==> src/rtl/olr_pkg.sv <==
package olr_pkg;
    localparam int MAX_GROUP = 18;
    localparam int CNT_W     = $clog2(MAX_GROUP + 1);
    localparam int SHIFT_W   = 3;

    typedef struct packed {
        logic [CNT_W-1:0]   len;
        logic [SHIFT_W-1:0] shift;
        logic               reject;
    } grp_cfg_t;
endpackage

==> src/rtl/olr_mode_decode.sv <==
module olr_mode_decode
    import olr_pkg::*;
#(
    parameter int MODE_W = 3
) (
    input  logic [MODE_W-1:0] mode_i,
    output grp_cfg_t          cfg_o
);
    always_comb begin
        cfg_o = '{len: CNT_W'(1), shift: '0, reject: 1'b0};
        case (mode_i)
            MODE_W'(1): cfg_o = '{len: CNT_W'(2),  shift: SHIFT_W'(1), reject: 1'b0};
            MODE_W'(2): cfg_o = '{len: CNT_W'(4),  shift: SHIFT_W'(1), reject: 1'b1};
            MODE_W'(3): cfg_o = '{len: CNT_W'(6),  shift: SHIFT_W'(2), reject: 1'b1};
            MODE_W'(4): cfg_o = '{len: CNT_W'(10), shift: SHIFT_W'(3), reject: 1'b1};
            MODE_W'(5): cfg_o = '{len: CNT_W'(18), shift: SHIFT_W'(4), reject: 1'b1};
            default:    cfg_o = '{len: CNT_W'(1),  shift: '0, reject: 1'b0};
        endcase
    end
endmodule

==> src/rtl/olr_extreme_track.sv <==
module olr_extreme_track #(
    parameter int W = 12
) (
    input  logic         start_i,
    input  logic [W-1:0] samp_i,
    input  logic [W-1:0] hi_q_i,
    input  logic [W-1:0] lo_q_i,
    output logic [W-1:0] hi_d_o,
    output logic [W-1:0] lo_d_o
);
    localparam int LANES = 2;

    logic [W-1:0] held [LANES];
    logic [W-1:0] pick [LANES];

    assign held[0] = hi_q_i;
    assign held[1] = lo_q_i;

    for (genvar g = 0; g < LANES; g++) begin : g_lane
        logic beats;
        if (g == 0) begin : g_max
            assign beats = samp_i > held[g];
        end else begin : g_min
            assign beats = samp_i < held[g];
        end
        assign pick[g] = (start_i || beats) ? samp_i : held[g];
    end

    assign hi_d_o = pick[0];
    assign lo_d_o = pick[1];
endmodule

==> src/rtl/olr_avg_filter.sv <==
module olr_avg_filter
    import olr_pkg::*;
#(
    parameter int SAMPLE_W = 12,
    parameter int MODE_W   = 3
) (
    input  logic                clk,
    input  logic                rst_n,
    input  logic [SAMPLE_W-1:0] samp_i,
    input  logic                samp_vld_i,
    input  logic [MODE_W-1:0]   mode_i,
    output logic [SAMPLE_W-1:0] res_o,
    output logic                res_vld_o
);
    localparam int SUM_W = SAMPLE_W + $clog2(MAX_GROUP);

    typedef struct packed {
        logic [CNT_W-1:0]    cnt;
        logic [MODE_W-1:0]   mode;
        logic [SUM_W-1:0]    sum;
        logic [SAMPLE_W-1:0] hi;
        logic [SAMPLE_W-1:0] lo;
        logic [SAMPLE_W-1:0] res;
        logic                res_vld;
    } st_t;

    st_t st_d, st_q;

    grp_cfg_t            cfg;
    logic                start;
    logic [SAMPLE_W-1:0] hi_n, lo_n;
    logic [SUM_W-1:0]    total, trimmed;
    logic [CNT_W-1:0]    nxt_cnt;

    // Equal mode codes whenever a group continues, so the live code selects the group shape.
    olr_mode_decode #(.MODE_W(MODE_W)) u_dec (
        .mode_i (mode_i),
        .cfg_o  (cfg)
    );

    olr_extreme_track #(.W(SAMPLE_W)) u_ext (
        .start_i (start),
        .samp_i  (samp_i),
        .hi_q_i  (st_q.hi),
        .lo_q_i  (st_q.lo),
        .hi_d_o  (hi_n),
        .lo_d_o  (lo_n)
    );

    always_comb begin
        st_d         = st_q;
        st_d.res_vld = 1'b0;
        start        = (st_q.cnt == '0) || (mode_i != st_q.mode);
        total        = (start ? '0 : st_q.sum) + SUM_W'(samp_i);
        nxt_cnt      = (start ? '0 : st_q.cnt) + CNT_W'(1);
        trimmed      = cfg.reject ? (total - SUM_W'(hi_n) - SUM_W'(lo_n)) : total;

        if (start) begin
            st_d.cnt  = '0;
            st_d.mode = mode_i;
        end

        if (samp_vld_i) begin
            if (nxt_cnt == cfg.len) begin
                st_d.res     = SAMPLE_W'(trimmed >> cfg.shift);
                st_d.res_vld = 1'b1;
                st_d.cnt     = '0;
            end else begin
                st_d.cnt = nxt_cnt;
                st_d.sum = total;
                st_d.hi  = hi_n;
                st_d.lo  = lo_n;
            end
        end
    end

    always_ff @(posedge clk) begin
        if (!rst_n) st_q <= '0;
        else        st_q <= st_d;
    end

    assign res_o     = st_q.res;
    assign res_vld_o = st_q.res_vld;

    assert_pass_R2: assert property (@(posedge clk) disable iff (!rst_n)
        (samp_vld_i && mode_i == MODE_W'(0)) |=> (res_vld_o && res_o == $past(samp_i)));

    assert_alias_R9: assert property (@(posedge clk) disable iff (!rst_n)
        (samp_vld_i && (mode_i == MODE_W'(6) || mode_i == MODE_W'(7)))
            |=> (res_vld_o && res_o == $past(samp_i)));

    assert_pulse_R12: assert property (@(posedge clk) disable iff (!rst_n)
        res_vld_o |-> $past(samp_vld_i));

    assert_discard_R10: assert property (@(posedge clk) disable iff (!rst_n)
        (!samp_vld_i && st_q.cnt != '0 && mode_i != st_q.mode) |=> (st_q.cnt == '0 && !res_vld_o));

    assert_idle_R11: assert property (@(posedge clk) disable iff (!rst_n)
        (!samp_vld_i && mode_i == st_q.mode) |=> (!res_vld_o && $stable(st_q.cnt)));

    assert_lo_le_hi_R4: assert property (@(posedge clk) disable iff (!rst_n)
        (st_q.cnt != '0) |-> (st_q.lo <= st_q.hi));
endmodule

==> config.mk <==
export PLATFORM = sky130hd
export DESIGN_NAME = olr_avg_filter
export DESIGN_NICKNAME = d
export VERILOG_FILES = /design/src/rtl/olr_pkg.sv /design/src/rtl/olr_mode_decode.sv /design/src/rtl/olr_extreme_track.sv /design/src/rtl/olr_avg_filter.sv
export SDC_FILE = /design/constraint.sdc
export NUM_CORES = 1
export LEC_CHECK = 0
export BUFFER_PORTS_ARGS = -buffer_cell sky130_fd_sc_hd__buf_2
export CAP_MARGIN = 20
export CORE_MARGIN = 3
export CORE_UTILIZATION = 60
export DETAILED_ROUTE_END_ITERATION = 6
export HOLD_SLACK_MARGIN = 0.02
export PLACE_DENSITY = 0.78
export SETUP_SLACK_MARGIN = 0.3
export SYNTH_ARGS = -nofsm -noshare
export SYNTH_HDL_FRONTEND = slang
export SYNTH_SLANG_ARGS = --single-unit
==> constraint.sdc <==
create_clock -name clk -period 7 [get_ports clk]
set_input_delay 0.35 -clock clk [delete_from_list [all_inputs] [get_ports clk]]
set_output_delay 0.35 -clock clk [all_outputs]
set_load 0.1 [all_outputs]
==> metrics.yaml <==
sta:
  fin_tns_setup_ns: 0
  finalCritPeriodShare: 0.895
  final.hold.worst_slack_ns: 0.284
  setup_viol: 0
  number_of_endpoints_with_negative_hold_slack_in_the_final_report: 0
  timing.final.max_slew_violations: 0
  rsz_0062_raised_after_global_routing: "no"
  clock_skew_ns: 0.0161
  worst-slew-pin-transition_ns: 0.987
  finalWorstSetupSlack_ns: 0.734
  period_needed_ns: 6.27
  max-slew-margin-rel: 0.342
  timing.fmax_mhz: 160
placement:
  io_buffers: 30
  pre_cts_ws_ns: 0.645
  detailed_place_hpwl_mm: 12.9
  dpl-instance-area_sq_um: 6430
  gp_congestion: 1.04
synth:
  synth.avg_cell_area_sq_um: 8.07
  dominantRegCellSynth: "sky130_fd_sc_hd__dfxtp_1"
  netlist_area_sq_um: 6320
  synth.yosys.seq_area_share: 0.193
  synth_compound_area_frac: 0.278
  combinational_family_with_the_most_area_after_synthesis: "compound AO/OA/AOI/OAI gates"
  async_reset_ff_frac: 0
  synth-simple-area-share: 0.186
  synth-xor-area-share: 0.0382
  yosys-top-cells-area: "sky130_fd_sc_hd__dfxtp_1 19%, sky130_fd_sc_hd__ha_1 9.7%, sky130_fd_sc_hd__mux2i_1 7.4%"
  synth_mux_area_frac: 0.0887
  synth_nets: 863
  synth-seq-cells: 61
  synth-edff-count: 0
  ys.warnings.count: 0
  synth_top_cell_by_area: "sky130_fd_sc_hd__dfxtp_1"
  synth_most_common_cell: "sky130_fd_sc_hd__nand2_1"
  synthTopCellsByCount: "70 x sky130_fd_sc_hd__nand2_1, 61 x sky130_fd_sc_hd__dfxtp_1, 49 x sky130_fd_sc_hd__ha_1, 49 x sky130_fd_sc_hd__inv_1, 47 x sky130_fd_sc_hd__mux2i_1"
  synth_largest_type_area_fraction: 0.193
  synth_adder_area_share: 0.138
  post_synth_inst_count: 783
  netlist_cell_types: 84
power_and_ir_drop:
  power_density_over_cell_area_nw_per_um2: 195
  peakVddDrop_uv: 130
  static-leakage-power_nw: 2.90
critical_path:
  critPathSlowestCell: "sky130_fd_sc_hd__o41a_2"
  critPathMaxFanout: 17
  cp_slowest_stage_delay_ns: 0.56
  cp_num_buf_inv: 0
  worst-setup-path-type: "flop to flop"
  critical_path.cell_chain: "or2_2, o41a_2, and2_1, ha_1, o21a_1, o221ai_1, or2_1, a21oi_2, xor2_1, fa_1, ha_1, a211o_1, a211o_1, a41oi_1, a21boi_1, o21ai_0, a311oi_1, a221oi_1, a31oi_1"
  timing.critical_path.max_delay_family: "compound AO/OA/AOI/OAI gates"
  endpoint_class_of_the_critical_path: "flop"
  timing.critical_path.arrival_ns: 6.55
  critical_path.startpoint_type: "flop"
  required_ns: 7.28
die:
  die_height_um: 109
  boundaryPins: 31
  die_x_extent_um: 109
  initial_core_util: 0.632
  core_area_sq_um: 10000
  floorplan.die_area_sq_um: 11800
  rows: 36
clocking:
  cts-root-to-sink-buffers: 2
  clk-insertion-delay-late_ns: 0.37
  htree_levels: 3
  tritoncts: "done"
  cts.hold.buffers_added: 0
  cts.sinks: 61
  post_cts.repair.setup_buffers: 0
  worst_setup_hold_path_clk_slew_ns: 0.09
  cts_root_buf: "sky130_fd_sc_hd__clkbuf_8"
  cts_made_buffers: 9
route:
  vias: 5958
  avgViaCountPerCell: 6.50
  final_wirelength_mm: 17.6
  drt_drc_violations_left: 0
  wire_per_inst_um: 19.2
  drtIter0Drc: 638
  ant_nets_after_route: 0
  detailedRoute.firstPassIterationCount: 6
global_route:
  first_global_vias: 5783
  wire_length_of_the_first_global_routing_pass_mm: 28.8
  track_usage: 0.308
  grt_start_max_net_pins: 75
  antenna_violations_before_repair: 0
  grt_remaining_overflow: 0
run:
  cap_violations: 0
layout:
  drive_above_1_share: 0.110
  fraction_of_the_core_area_covered_by_cells_at_the_end_of_the_flow: 0.664
  final_cell_area_sq_um: 6640
  fill_cells: 868
  area_growth_syn_to_layout_pct: 5.19
  final_nets: 858
  antenna_cells_inserted: 0
status:
  status: "complete, no violations"
min_path:
  hold_class: "input port to flop"
==> metal layers <==
metal / part of all wire / GRT usage
met4: 0.032 / 0.102
met5: 0 / 0
met2: 0.45 / 0.494
met1: 0.44 / 0.414
met3: 0.073 / 0.0603
==> worst reg2reg max path: cells and delay by family (launching register included) <==
| kind | cells | cell delay (ns) |
|---|---|---|
| AO/OA/AOI/OAI | 12 | 3.29 |
| adder cells (fa/ha/maj) | 3 | 1.32 |
| AND/OR/NAND/NOR | 3 | 0.90 |
| flip-flops | 1 | 0.38 |
| XOR/XNOR | 1 | 0.29 |
==> per-stage QoR <==
step,instances,power (mW)
2_1_floorplan,783,0.803
3_3_place_gp,900,0.910
3_5_place_dp,900,0.922
4_1_cts,916,1.28
5_1_grt,916,1.37
6_report,916,1.30
==> state kept, by name, indices dropped and copies added, names as in the netlist <==
register	flops
res_o	12
res_vld_o	1
st_q	48
==> power by group <==
| part | internal (mW) | switching, mW | total [mW] |
|---|---|---|---|
| sequential | 0.370 | 0.0140 | 0.384 |
| combinational | 0.201 | 0.347 | 0.549 |
| clock | 0.199 | 0.164 | 0.363 |
| total | 0.770 | 0.525 | 1.30 |
==> final timing paths <==
kind | cells after the start | start | end | slack (ns)
worst max-delay path | 19 | st_q[59] | res_o[9] | 0.73
worst min-delay path | 3 | samp_i[1] | st_q[14] | 0.28
worst max register to register | 19 | st_q[59] | res_o[9] | 0.73
worst min register to register | 2 | res_o[0] | res_o[0] | 0.45
==> repair_timing <==
item                                    in CTS  in global routing
endpoints found under the hold margin        0                  0
resized for setup                            0                  1
endpoints found under the setup margin       0                  1
==> cell families (layout without fill, tap and decap cells) <==
kind of cell,after synthesis,after routing
compound gates,243,243
buf+inv,108,108
mux,54,54
fa+ha+maj,62,62
flops,61,61
simple gates,230,230
xor+xnor,25,25
==> cell type report <==
class / count / area [sq um] / area share
multi-input cells: 614 / 4610 / 0.694
flip-flops and latches: 61 / 1220 / 0.184
repair buffers: 43 / 248 / 0.0373
inverters: 49 / 184 / 0.0277
well taps: 133 / 166 / 0.0250
clock buffers: 9 / 124 / 0.0186
clock inverters: 7 / 90.1 / 0.0136
==> cell usage in the layout (no fill, tap or decap), drive strengths merged, types with 17 or more instances in the layout <==
cell type / n
a211oi: 21
mux2i: 47
and2: 21
inv: 49
buf: 43
nor2: 39
dfxtp: 61
a21oi: 38
o21ai: 47
ha: 49
nand2: 70
nor2b: 17
No activity file was read; power rests on OpenSTA's default activity.
